**src/rtl/ctlstk_pkg.sv**
```systemverilog
package ctlstk_pkg;

   typedef enum logic [1:0] {
      PSEL_OLD_PC = 2'd0,
      PSEL_OLD_ST = 2'd1,
      PSEL_NEW_PC = 2'd2,
      PSEL_NEW_ST = 2'd3
   } psel_e;

   typedef enum logic [2:0] {
      PTR_HOLD       = 3'd0,
      PTR_GROW_NEW   = 3'd1,
      PTR_SHRINK_NEW = 3'd2,
      PTR_GROW_OLD   = 3'd3,
      PTR_SHRINK_OLD = 3'd4
   } ptr_op_e;

endpackage

```
**src/rtl/ctlstk_store.sv**
```systemverilog
module ctlstk_store #(
   parameter int DEPTH          = 8,
   parameter int IW             = 3,
   parameter int PC_W           = 32,
   parameter int ST_W           = 16,
   parameter bit CLEAR_ON_RESET = 1'b1
) (
   input  logic            clk,
   input  logic            rst_n,
   input  logic            we_pc_i,
   input  logic            we_st_i,
   input  logic [IW-1:0]   waddr_i,
   input  logic [PC_W-1:0] wpc_i,
   input  logic [ST_W-1:0] wst_i,
   input  logic [IW-1:0]   raddr_a_i,
   input  logic [IW-1:0]   raddr_b_i,
   output logic [PC_W-1:0] rd_pc_a_o,
   output logic [ST_W-1:0] rd_st_a_o,
   output logic [PC_W-1:0] rd_pc_b_o,
   output logic [ST_W-1:0] rd_st_b_o
);

   logic [PC_W-1:0] pc_mem [DEPTH];
   logic [ST_W-1:0] st_mem [DEPTH];

   generate
      if (CLEAR_ON_RESET) begin : g_clr
         always_ff @(posedge clk) begin
            if (!rst_n) begin
               for (int i = 0; i < DEPTH; i++) begin
                  pc_mem[i] <= '0;
                  st_mem[i] <= '0;
               end
            end else begin
               if (we_pc_i) pc_mem[waddr_i] <= wpc_i;
               if (we_st_i) st_mem[waddr_i] <= wst_i;
            end
         end
      end else begin : g_noclr
         always_ff @(posedge clk) begin
            if (we_pc_i) pc_mem[waddr_i] <= wpc_i;
            if (we_st_i) st_mem[waddr_i] <= wst_i;
         end
      end
   endgenerate

   assign rd_pc_a_o = pc_mem[raddr_a_i];
   assign rd_st_a_o = st_mem[raddr_a_i];
   assign rd_pc_b_o = pc_mem[raddr_b_i];
   assign rd_st_b_o = st_mem[raddr_b_i];

endmodule

```
**src/rtl/ctlstk_ptrs.sv**
```systemverilog
module ctlstk_ptrs
   import ctlstk_pkg::*;
#(
   parameter int DEPTH = 8,
   parameter int LIMIT = 8,
   parameter int IW    = 3,
   parameter int CW    = 4
) (
   input  logic          clk,
   input  logic          rst_n,
   input  ptr_op_e       op_i,
   output logic [IW-1:0] old_o,
   output logic [IW-1:0] new_o,
   output logic [IW-1:0] old_dn_o,
   output logic [IW-1:0] new_up_o,
   output logic [CW-1:0] cnt_o
);

   logic [IW-1:0] old_q, new_q;
   logic [CW-1:0] cnt_q;

   function automatic logic [IW-1:0] step_up(input logic [IW-1:0] i);
      return (i == IW'(DEPTH-1)) ? '0 : i + 1'b1;
   endfunction

   function automatic logic [IW-1:0] step_dn(input logic [IW-1:0] i);
      return (i == '0) ? IW'(DEPTH-1) : i - 1'b1;
   endfunction

   assign old_dn_o = step_dn(old_q);
   assign new_up_o = step_up(new_q);

   always_ff @(posedge clk) begin
      if (!rst_n) begin
         old_q <= '0;
         new_q <= IW'(DEPTH-1);
         cnt_q <= '0;
      end else begin
         unique case (op_i)
            PTR_GROW_NEW: begin
               new_q <= step_up(new_q);
               cnt_q <= cnt_q + 1'b1;
            end
            PTR_SHRINK_NEW: begin
               new_q <= step_dn(new_q);
               cnt_q <= cnt_q - 1'b1;
            end
            PTR_GROW_OLD: begin
               old_q <= step_dn(old_q);
               cnt_q <= cnt_q + 1'b1;
            end
            PTR_SHRINK_OLD: begin
               old_q <= step_up(old_q);
               cnt_q <= cnt_q - 1'b1;
            end
            default: ;
         endcase
      end
   end

   assign old_o = old_q;
   assign new_o = new_q;
   assign cnt_o = cnt_q;


   ptr_ring_chk: assert property (@(posedge clk) disable iff (!rst_n)
      int'(new_q) == (int'(old_q) + int'(cnt_q) + DEPTH - 1) % DEPTH);


   cap_chk: assert property (@(posedge clk) disable iff (!rst_n)
      cnt_q <= CW'(LIMIT));

endmodule

```
**src/rtl/ctlstk_port_seq.sv**
```systemverilog
module ctlstk_port_seq #(
   parameter int ACC_EXTRA = 4
) (
   input  logic clk,
   input  logic rst_n,
   input  logic start_i,
   output logic busy_o,
   output logic commit_o
);

   localparam int CTW = (ACC_EXTRA < 1) ? 1 : $clog2(ACC_EXTRA + 1);

   logic [CTW-1:0] cnt_q;
   logic           pend_q;

   always_ff @(posedge clk) begin
      if (!rst_n) begin
         pend_q <= 1'b0;
         cnt_q  <= '0;
      end else if (!pend_q) begin
         if (start_i) begin
            pend_q <= 1'b1;
            cnt_q  <= CTW'(ACC_EXTRA);
         end
      end else if (cnt_q == '0) begin
         pend_q <= 1'b0;
      end else begin
         cnt_q <= cnt_q - 1'b1;
      end
   end

   assign busy_o   = pend_q;
   assign commit_o = pend_q && (cnt_q == '0);

endmodule

```
**src/rtl/ctlstk_top.sv**
```systemverilog
module ctlstk_top
   import ctlstk_pkg::*;
#(
   parameter int DEPTH          = 8,
   parameter int LIMIT          = 8,
   parameter int PC_W           = 32,
   parameter int ST_W           = 16,
   parameter int ACC_EXTRA      = 4,
   parameter bit CLEAR_ON_RESET = 1'b1,
   localparam int IW            = $clog2(DEPTH),
   localparam int CW            = $clog2(DEPTH + 1)
) (
   input  logic            clk,
   input  logic            rst_n,
   input  logic            call_i,
   input  logic [PC_W-1:0] call_pc_i,
   input  logic [ST_W-1:0] call_st_i,
   input  logic            ret_i,
   output logic [PC_W-1:0] ret_pc_o,
   output logic [ST_W-1:0] ret_st_o,
   output logic            ret_err_o,
   input  logic            acc_valid_i,
   input  logic [1:0]      acc_sel_i,
   input  logic            acc_wr_i,
   input  logic [PC_W-1:0] acc_wdata_i,
   input  logic            acc_user_i,
   output logic            busy_o,
   output logic            acc_done_o,
   output logic [PC_W-1:0] acc_rdata_o,
   output logic            mode_fault_o,
   output logic            port_err_o,
   output logic            push_ovf_o,
   output logic            full_warn_o,
   output logic [CW-1:0]   count_o
);

   generate
      if (DEPTH < 2) begin : g_bad_depth
         $error("ctlstk_top: DEPTH must be at least 2");
      end
      if (LIMIT < 1 || LIMIT > DEPTH) begin : g_bad_limit
         $error("ctlstk_top: LIMIT must lie in 1..DEPTH");
      end
      if (ST_W > PC_W) begin : g_bad_st
         $error("ctlstk_top: ST_W must not exceed PC_W");
      end
      if (ACC_EXTRA < 0) begin : g_bad_extra
         $error("ctlstk_top: ACC_EXTRA must be non-negative");
      end
   endgenerate

   // pointer and count state
   ptr_op_e       ptr_op;
   logic [IW-1:0] old_idx, new_idx, old_dn, new_up;
   logic [CW-1:0] cnt;

   ctlstk_ptrs #(.DEPTH(DEPTH), .LIMIT(LIMIT), .IW(IW), .CW(CW)) u_ptrs (
      .clk      (clk),
      .rst_n    (rst_n),
      .op_i     (ptr_op),
      .old_o    (old_idx),
      .new_o    (new_idx),
      .old_dn_o (old_dn),
      .new_up_o (new_up),
      .cnt_o    (cnt)
   );

   // entry storage
   logic            we_pc, we_st;
   logic [IW-1:0]   waddr;
   logic [PC_W-1:0] wpc;
   logic [ST_W-1:0] wst;
   logic [PC_W-1:0] old_pc, new_pc;
   logic [ST_W-1:0] old_st, new_st;

   ctlstk_store #(
      .DEPTH(DEPTH), .IW(IW), .PC_W(PC_W), .ST_W(ST_W),
      .CLEAR_ON_RESET(CLEAR_ON_RESET)
   ) u_store (
      .clk       (clk),
      .rst_n     (rst_n),
      .we_pc_i   (we_pc),
      .we_st_i   (we_st),
      .waddr_i   (waddr),
      .wpc_i     (wpc),
      .wst_i     (wst),
      .raddr_a_i (old_idx),
      .raddr_b_i (new_idx),
      .rd_pc_a_o (old_pc),
      .rd_st_a_o (old_st),
      .rd_pc_b_o (new_pc),
      .rd_st_b_o (new_st)
   );

   // port access sequencer
   logic busy, commit, start;

   assign start = acc_valid_i && !busy;

   ctlstk_port_seq #(.ACC_EXTRA(ACC_EXTRA)) u_seq (
      .clk      (clk),
      .rst_n    (rst_n),
      .start_i  (start),
      .busy_o   (busy),
      .commit_o (commit)
   );

   // captured request
   psel_e           req_sel;
   logic            req_wr, req_user;
   logic [PC_W-1:0] req_data;

   always_ff @(posedge clk) begin
      if (!rst_n) begin
         req_sel  <= PSEL_OLD_PC;
         req_wr   <= 1'b0;
         req_user <= 1'b0;
         req_data <= '0;
      end else if (start) begin
         req_sel  <= psel_e'(acc_sel_i);
         req_wr   <= acc_wr_i;
         req_user <= acc_user_i;
         req_data <= acc_wdata_i;
      end
   end

   // decision logic
   logic            fault_n, perr_n, ovf_n, rerr_n;
   logic [PC_W-1:0] rdata_n;
   logic            is_opc, priv;

   always_comb begin
      ptr_op  = PTR_HOLD;
      we_pc   = 1'b0;
      we_st   = 1'b0;
      waddr   = new_up;
      wpc     = call_pc_i;
      wst     = call_st_i;
      fault_n = 1'b0;
      perr_n  = 1'b0;
      ovf_n   = 1'b0;
      rerr_n  = 1'b0;
      rdata_n = '0;
      is_opc  = (req_sel == PSEL_OLD_PC);
      priv    = req_wr || is_opc;
      if (commit) begin
         if (req_user && priv) begin
            fault_n = 1'b1;
         end else if (!(req_wr && is_opc) && cnt == '0) begin
            perr_n = 1'b1;
         end else if (req_wr && is_opc && cnt >= CW'(LIMIT)) begin
            ovf_n = 1'b1;
         end else begin
            wpc = req_data;
            wst = req_data[ST_W-1:0];
            unique case (req_sel)
               PSEL_OLD_PC: begin
                  if (req_wr) begin
                     ptr_op = PTR_GROW_OLD;
                     we_pc  = 1'b1;
                     waddr  = old_dn;
                  end else begin
                     ptr_op  = PTR_SHRINK_OLD;
                     rdata_n = old_pc;
                  end
               end
               PSEL_OLD_ST: begin
                  waddr = old_idx;
                  if (req_wr) we_st = 1'b1;
                  else        rdata_n = PC_W'(old_st);
               end
               PSEL_NEW_PC: begin
                  waddr = new_idx;
                  if (req_wr) we_pc = 1'b1;
                  else        rdata_n = new_pc;
               end
               default: begin
                  waddr = new_idx;
                  if (req_wr) we_st = 1'b1;
                  else        rdata_n = PC_W'(new_st);
               end
            endcase
         end
      end else if (!busy) begin
         if (ret_i) begin
            if (cnt == '0) rerr_n = 1'b1;
            else           ptr_op = PTR_SHRINK_NEW;
         end else if (call_i) begin
            if (cnt >= CW'(LIMIT)) begin
               ovf_n = 1'b1;
            end else begin
               ptr_op = PTR_GROW_NEW;
               we_pc  = 1'b1;
               we_st  = 1'b1;
            end
         end
      end
   end

   // registered responses
   logic            done_q, fault_q, perr_q, ovf_q, rerr_q;
   logic [PC_W-1:0] rdata_q;

   always_ff @(posedge clk) begin
      if (!rst_n) begin
         done_q  <= 1'b0;
         fault_q <= 1'b0;
         perr_q  <= 1'b0;
         ovf_q   <= 1'b0;
         rerr_q  <= 1'b0;
         rdata_q <= '0;
      end else begin
         done_q  <= commit;
         fault_q <= fault_n;
         perr_q  <= perr_n;
         ovf_q   <= ovf_n;
         rerr_q  <= rerr_n;
         rdata_q <= rdata_n;
      end
   end

   assign ret_pc_o     = new_pc;
   assign ret_st_o     = new_st;
   assign ret_err_o    = rerr_q;
   assign busy_o       = busy;
   assign acc_done_o   = done_q;
   assign acc_rdata_o  = rdata_q;
   assign mode_fault_o = fault_q;
   assign port_err_o   = perr_q;
   assign push_ovf_o   = ovf_q;
   assign full_warn_o  = (cnt == CW'(LIMIT));
   assign count_o      = cnt;


   ret_empty_chk: assert property (@(posedge clk) disable iff (!rst_n)
      ret_err_o |-> (count_o == '0));


   no_overflow_chk: assert property (@(posedge clk) disable iff (!rst_n)
      push_ovf_o |-> $stable(count_o));


   fault_hold_chk: assert property (@(posedge clk) disable iff (!rst_n)
      mode_fault_o |-> $stable(count_o));


   done_at_idle_chk: assert property (@(posedge clk) disable iff (!rst_n)
      $fell(busy_o) |-> acc_done_o);

endmodule

```
**config.mk**
```make
export PLATFORM = sky130hd
export DESIGN_NAME = ctlstk_top
export DESIGN_NICKNAME = d
export VERILOG_FILES = /design/src/rtl/ctlstk_pkg.sv /design/src/rtl/ctlstk_store.sv /design/src/rtl/ctlstk_ptrs.sv /design/src/rtl/ctlstk_port_seq.sv /design/src/rtl/ctlstk_top.sv
export SDC_FILE = /design/constraint.sdc
export NUM_CORES = 1
export LEC_CHECK = 0
export BUFFER_PORTS_ARGS = -buffer_cell sky130_fd_sc_hd__buf_2
export CORE_MARGIN = 2
export CORE_UTILIZATION = 42
export DETAILED_ROUTE_END_ITERATION = 12
export PLACE_DENSITY_LB_ADDON = 0.25
export SYNTH_ARGS = -nofsm -noshare
export SYNTH_HDL_FRONTEND = slang
export SYNTH_SLANG_ARGS = --single-unit
```
**constraint.sdc**
```tcl
create_clock -name clk -period 5 [get_ports clk]
set_input_delay 0.5 -clock clk [delete_from_list [all_inputs] [get_ports clk]]
set_output_delay 0.5 -clock clk [all_outputs]
set_load 0.1 [all_outputs]
```
After elaboration in Yosys (flattened, before gate mapping)
Memory sizes are Yosys's and may differ from the RTL's. A register that Yosys moved wholly into a read port is not among the register bits. Cells that the tools add are included.

Register bits after elaboration: 87. Memory bits (writable): 384. Input bits: 89. Memories kept: 2.

Memory list: u_store.pc_mem (depth 8, width 32, rd ports 2, clocked after Yosys merged registers in 2, write ports 8, line ctlstk_store.sv:23) `logic [PC_W-1:0] pc_mem [DEPTH];`; u_store.st_mem (depth 8, width 16, rd ports 2, clocked after Yosys merged registers in 2, write ports 8, line ctlstk_store.sv:24) `logic [ST_W-1:0] st_mem [DEPTH];`.

$add $sub $neg: 7. $lt $le $gt $ge: 1. Equal/unequal tests: 10. Mux-type cells: 90. Bitwise gates (word level): 3. Reduce and logical (&&, ||, !) cells: 28.

Operators by type and width (number): $mux 32 (7); $mux 16 (7); $pmux 32 s3 (1); $mux 3 (30); $mux 1 (40); $reduce_or 32->1 (1); $pmux 3 s2 (3); $reduce_or 16->1 (1); $eq 3x3->1 const B (3); $logic_not 3->1 (3); $sub 3x1->3 const B (3); $pmux 4 s2 (1); $reduce_bool 2->1 (4); $add 3x1->3 const B (2); $eq 3x2->1 const B (2); $logic_and 1x1->1 (6); $reduce_or 2->1 (3); $reduce_or 5->1 (1); $add 4x1->4 const B (1); $eq 4x4->1 const B (1); $ge 4x4->1 const B (1); $logic_not 4->1 (1); $reduce_and 2->1 (2); $reduce_or 4->1 (1); other kinds (11) (14).

Logic depth before layout (Yosys ltp)
Depth in word-level cells: 12. Mapped depth: 12. Mapped depth without buffers: 12.

Hierarchy
A second synthesis with hierarchy kept.

Cells, all modules: 1791. Area, all modules: 25151.6 um2.

Modules (own cells, without submodules): ctlstk_store (instances 1, cells an instance 1269, area an instance 20390.8 um2); ctlstk_top (instances 1, cells an instance 399, area an instance 3727.3 um2); ctlstk_ptrs (instances 1, cells an instance 97, area an instance 812.0 um2); ctlstk_port_seq (instances 1, cells an instance 26, area an instance 221.5 um2).

Least setup slack after synthesis
Ideal clock, no wire load.

Path type: register -> register. Start point: register u_ptrs.cnt_q[3] (netlist: u_ptrs.cnt_o[3]). End point: memory u_store.pc_mem[3][0] (enable). Data arrival time: 4.774 ns. Required time: 4.534 ns. Path slack: -0.240 ns. Cell stages (with the launch flop): 10. Buffers on the path: 3. Clock period less this slack: 5.240 ns. Cells stage by stage: dfxtp_1 buf_6 or4b_4 o32ai_1 o21bai_1 buf_4 nor2b_2 a32oi_2 buf_2 o21ai_0.

RTL lines: start: declaration (line ctlstk_ptrs.sv:20) `logic [CW-1:0] cnt_q;`; start signal: assignment (line ctlstk_ptrs.sv:42) `cnt_q <= cnt_q + 1'b1;`; start signal: assignment (line ctlstk_ptrs.sv:46) `cnt_q <= cnt_q - 1'b1;`; start signal: assignment (line ctlstk_ptrs.sv:50) `cnt_q <= cnt_q + 1'b1;`; end: declaration (line ctlstk_store.sv:23).

==> flow_metrics.py <==
metrics = {
    "synth": {
        "synthDistinctLibCells": 67,
        "async_reset_ff_share_pct": 0,
        "synth_fp_nets": 1901,
        "synth_edf_count": 384,
        "seq_area_frac_synth_pct": 55.6,
        "synth.cell_area_um2": 24100,
        "avgSynthCellArea_um2": 13.4,
        "ys_seq_elements": 477,
        "yosys_warnings": 0,
        "syn-instance-count": 1799,
        "synthFlopType": "edfxtp_1",
    },
    "setup_path": {
        "startpoint": "u_ptrs.new_o[0]",
        "max_stage_delay_ns": 0.66,
        "r2r-start": "u_ptrs.new_o[0]",
        "crit_chain": "ha_1 -> ha_1 -> or3b_2 -> a21oi_1 -> a211oi_1 -> nor2_1 -> a32oi_4 -> buf_12 -> o21ai_1 -> buf_4",
        "path_max_fanout": 40,
        "r2r_slack_ns": 1.31,
        "end_kind": "register",
        "required_ns": 5.34,
        "arrival_ns": 4.03,
        "worst_path_max_delay_cell": "a211oi_1",
        "rr_worst_depth": 10,
        "worstSetupPathType": "register to register",
        "start_kind": "register",
        "worstReg2RegEnd": "u_store.st_mem[4][6]",
        "cp_common_cell": "ha_1",
    },
    "grt": {
        "grt_pass1_wl_mm": 104,
        "grt_usage_pct": 23.8,
        "antenna_found_initial": 0,
        "first_global_vias": 16389,
        "grt_max_degree": 97,
        "overflow": 0,
    },
    "routing": {
        "drc": 0,
        "route.detailed.wl_per_inst_um": 25.7,
        "dr.first_iter.drc_count": 1643,
        "finalWirelength_mm": 70.1,
        "num_vias": 15868,
        "ant_nets": 0,
        "dr.pass1.iters": 5,
        "via_per_inst": 5.82,
    },
    "hold_path": {
        "hold_class": "input pin to register",
        "hp-start": "acc_wdata_i[12]",
        "min_path_cells": 3,
        "min_to": "req_data[12]",
    },
    "sta": {
        "rsz0062_at_grt": "false",
        "fmax_mhz": 271,
        "period_share_pct": 73.7,
        "slew_violations": 0,
        "min_period_ns": 3.69,
        "post-route-worst-setup-slack_ns": 1.31,
        "setup_viol": 0,
        "skew_ns": 0.0267,
        "hold_viol": 0,
        "fin_setup_tns_ns": 0,
        "slew_headroom_pct": 28.3,
        "worst_pin_slew_ns": 1.07,
    },
    "placed_design": {
        "hpwl_mm": 46.3,
        "portBuffers": 179,
        "postPlaceCellArea_um2": 25900,
        "pre_cts_ws_ns": 1.36,
        "finalWeightedCongestion": 0.866,
    },
    "power_and_ir_drop": {
        "vdd.ir_drop.worst_v": 0.000396,
        "p_total_w": 0.0138,
        "p_leak_nw": 10.0,
        "powerDensity_nw_per_um2": 499,
    },
    "cells_and_area": {
        "n_fill_cell": 4992,
        "diodes": 0,
        "drive_gt1_share_pct": 32.2,
        "area_growth_syn_to_layout_pct": 14.9,
        "seq_area_um2": 13400,
        "final_common_cell": "nor2_1",
        "mostFrequentLayoutCells": "418 x nor2_1, 384 x edfxtp_1, 200 x mux4_2",
        "design_area_um2": 27600,
        "multi_input_area_um2": 10100,
        "final_nets": 2028,
    },
    "clock_network": {
        "htree_levels": 2,
        "cts_root_buf": "clkbuf_16",
        "clkTransAtPathRegs_ns": 0.06,
        "cts_tree": "yes",
        "cts_buffers": 53,
        "clockBufferDepth": 3,
        "clk_latency_ns": 0.62,
        "post_cts_resize_count": 0,
        "clkSinkCount": 477,
        "post_cts.repair.setup_buffers": 0,
        "cts-hold-fix-buffers": 0,
    },
    "floorplanning": {
        "start_util_pct": 42.6,
        "core_um2": 56500,
        "placementRows": 87,
        "die_area_um2": 59200,
        "io_pins": 180,
        "die_h_um": 243,
        "die_x_um": 243,
    },
    "run_status": {
        "status": "finished, final reports clean",
    },
    "run": {
        "max-cap-violations": 0,
    },
}
==> flip-flops by register name, indices dropped and copies added, names as in the netlist, named ones only <==
signal and count:
acc_done_o 1, u_ptrs.old_o 3, ret_err_o 1, u_seq.cnt_q 3, u_store.st_mem 128, req_sel 2
req_wr 1, u_ptrs.new_o 3, u_seq.busy_o 1, u_store.pc_mem 256, req_user 1, mode_fault_o 1
push_ovf_o 1, u_ptrs.cnt_o 4, req_data 32, acc_rdata_o 32, port_err_o 1
==> worst max-delay path by stage <==
stage	to	slack, ns	depth (start not counted)
after floorplan	full_warn_o	0.21	2
after global placement	u_store.st_mem[5][4]	1.42	9
after detailed placement	u_store.st_mem[4][10]	1.36	10
after CTS	u_store.st_mem[5][3]	1.33	9
after global routing	u_store.st_mem[5][2]	1.12	9
final	u_store.st_mem[4][6]	1.31	10
==> Yosys cell counts, types with 2 or more instances <==
| master | count | area, µm² |
|---|---|---|
| nor2_1 | 419 | 1570 |
| edfxtp_1 | 384 | 11500 |
| mux4_2 | 200 | 4500 |
| nand2_1 | 112 | 420 |
| clkbuf_1 | 97 | 364 |
| dfxtp_1 | 93 | 1860 |
| mux2i_1 | 80 | 801 |
| a21oi_1 | 67 | 335 |
| mux2_2 | 66 | 743 |
| buf_2 | 39 | 195 |
| or2_1 | 29 | 181 |
| o21ai_0 | 26 | 130 |
| or2_2 | 22 | 138 |
| nand3_1 | 21 | 105 |
| ha_1 | 12 | 150 |
| inv_1 | 11 | 41.3 |
| buf_1 | 9 | 33.8 |
| nor3_1 | 9 | 45.0 |
| buf_6 | 8 | 90.1 |
| o2bb2ai_1 | 8 | 70.1 |
| o22ai_1 | 7 | 43.8 |
| a211oi_1 | 5 | 37.5 |
| nand2b_1 | 5 | 31.3 |
| buf_4 | 4 | 30.0 |
| a32oi_1 | 3 | 26.3 |
| a32oi_2 | 3 | 48.8 |
| nor2b_1 | 3 | 18.8 |
| o211ai_1 | 3 | 22.5 |
| o21ai_1 | 3 | 15.0 |
| or3_1 | 3 | 18.8 |
| xnor2_1 | 3 | 26.3 |
| and3_1 | 2 | 12.5 |
| nand3b_1 | 2 | 15.0 |
| nand4_1 | 2 | 12.5 |
| nand4bb_1 | 2 | 22.5 |
| nor4b_1 | 2 | 17.5 |
| o21ai_2 | 2 | 17.5 |
| o21bai_1 | 2 | 15.0 |
| o32ai_1 | 2 | 17.5 |
| or3b_2 | 2 | 17.5 |
==> metal layers <==
metal  part of all wire, %  global-route usage (%)
met2                    48                    39.3
met3                   7.6                    4.09
met1                    41                    32.3
met5                     0                       0
met4                   2.7                    7.36
==> logic make-up after synthesis <==
group	share of synthesized area, %
flip-flops	55.6
adder cells (fa/ha/maj)	0.749
buffers and inverters	3.15
AO/OA/AOI/OAI	3.73
AND/OR/NAND/NOR	11.4
multiplexers	25.2
XOR/XNOR	0.109
==> stage by stage <==
step                instances  util [%]  hold slack [ns]
global route             2727      48.9            0.119
floorplan                1799         -            0.436
finish                   2727      48.9            0.116
CTS                      2727      48.9           0.0985
detailed placement       2627      45.8            0.446
global placement         2627      45.8            0.442
==> critical path: cells and delay by family (launching register included) <==
kind	cells	cell delay, ns
compound gates	4	1.41
fa+ha+maj	2	0.59
buf+inv	2	0.58
simple gates	2	0.47
flops	1	0.35
==> final cells by class <==
class	instances	area share [%]
inverter	12	0.163
clock inverter	30	1.04
clock buffer	70	5.37
tap	756	3.42
sequential	477	48.5
timing repair buffer	229	4.96
multi-input combinational	1153	36.5
==> report_power, final <==
group          internal, W  total (W)  switching, W
registers          0.00458    0.00488      0.000306
logic              0.00150    0.00493       0.00343
clock network      0.00231    0.00397       0.00166
total              0.00839     0.0138       0.00540
Power figures use the tool's default switching activity.
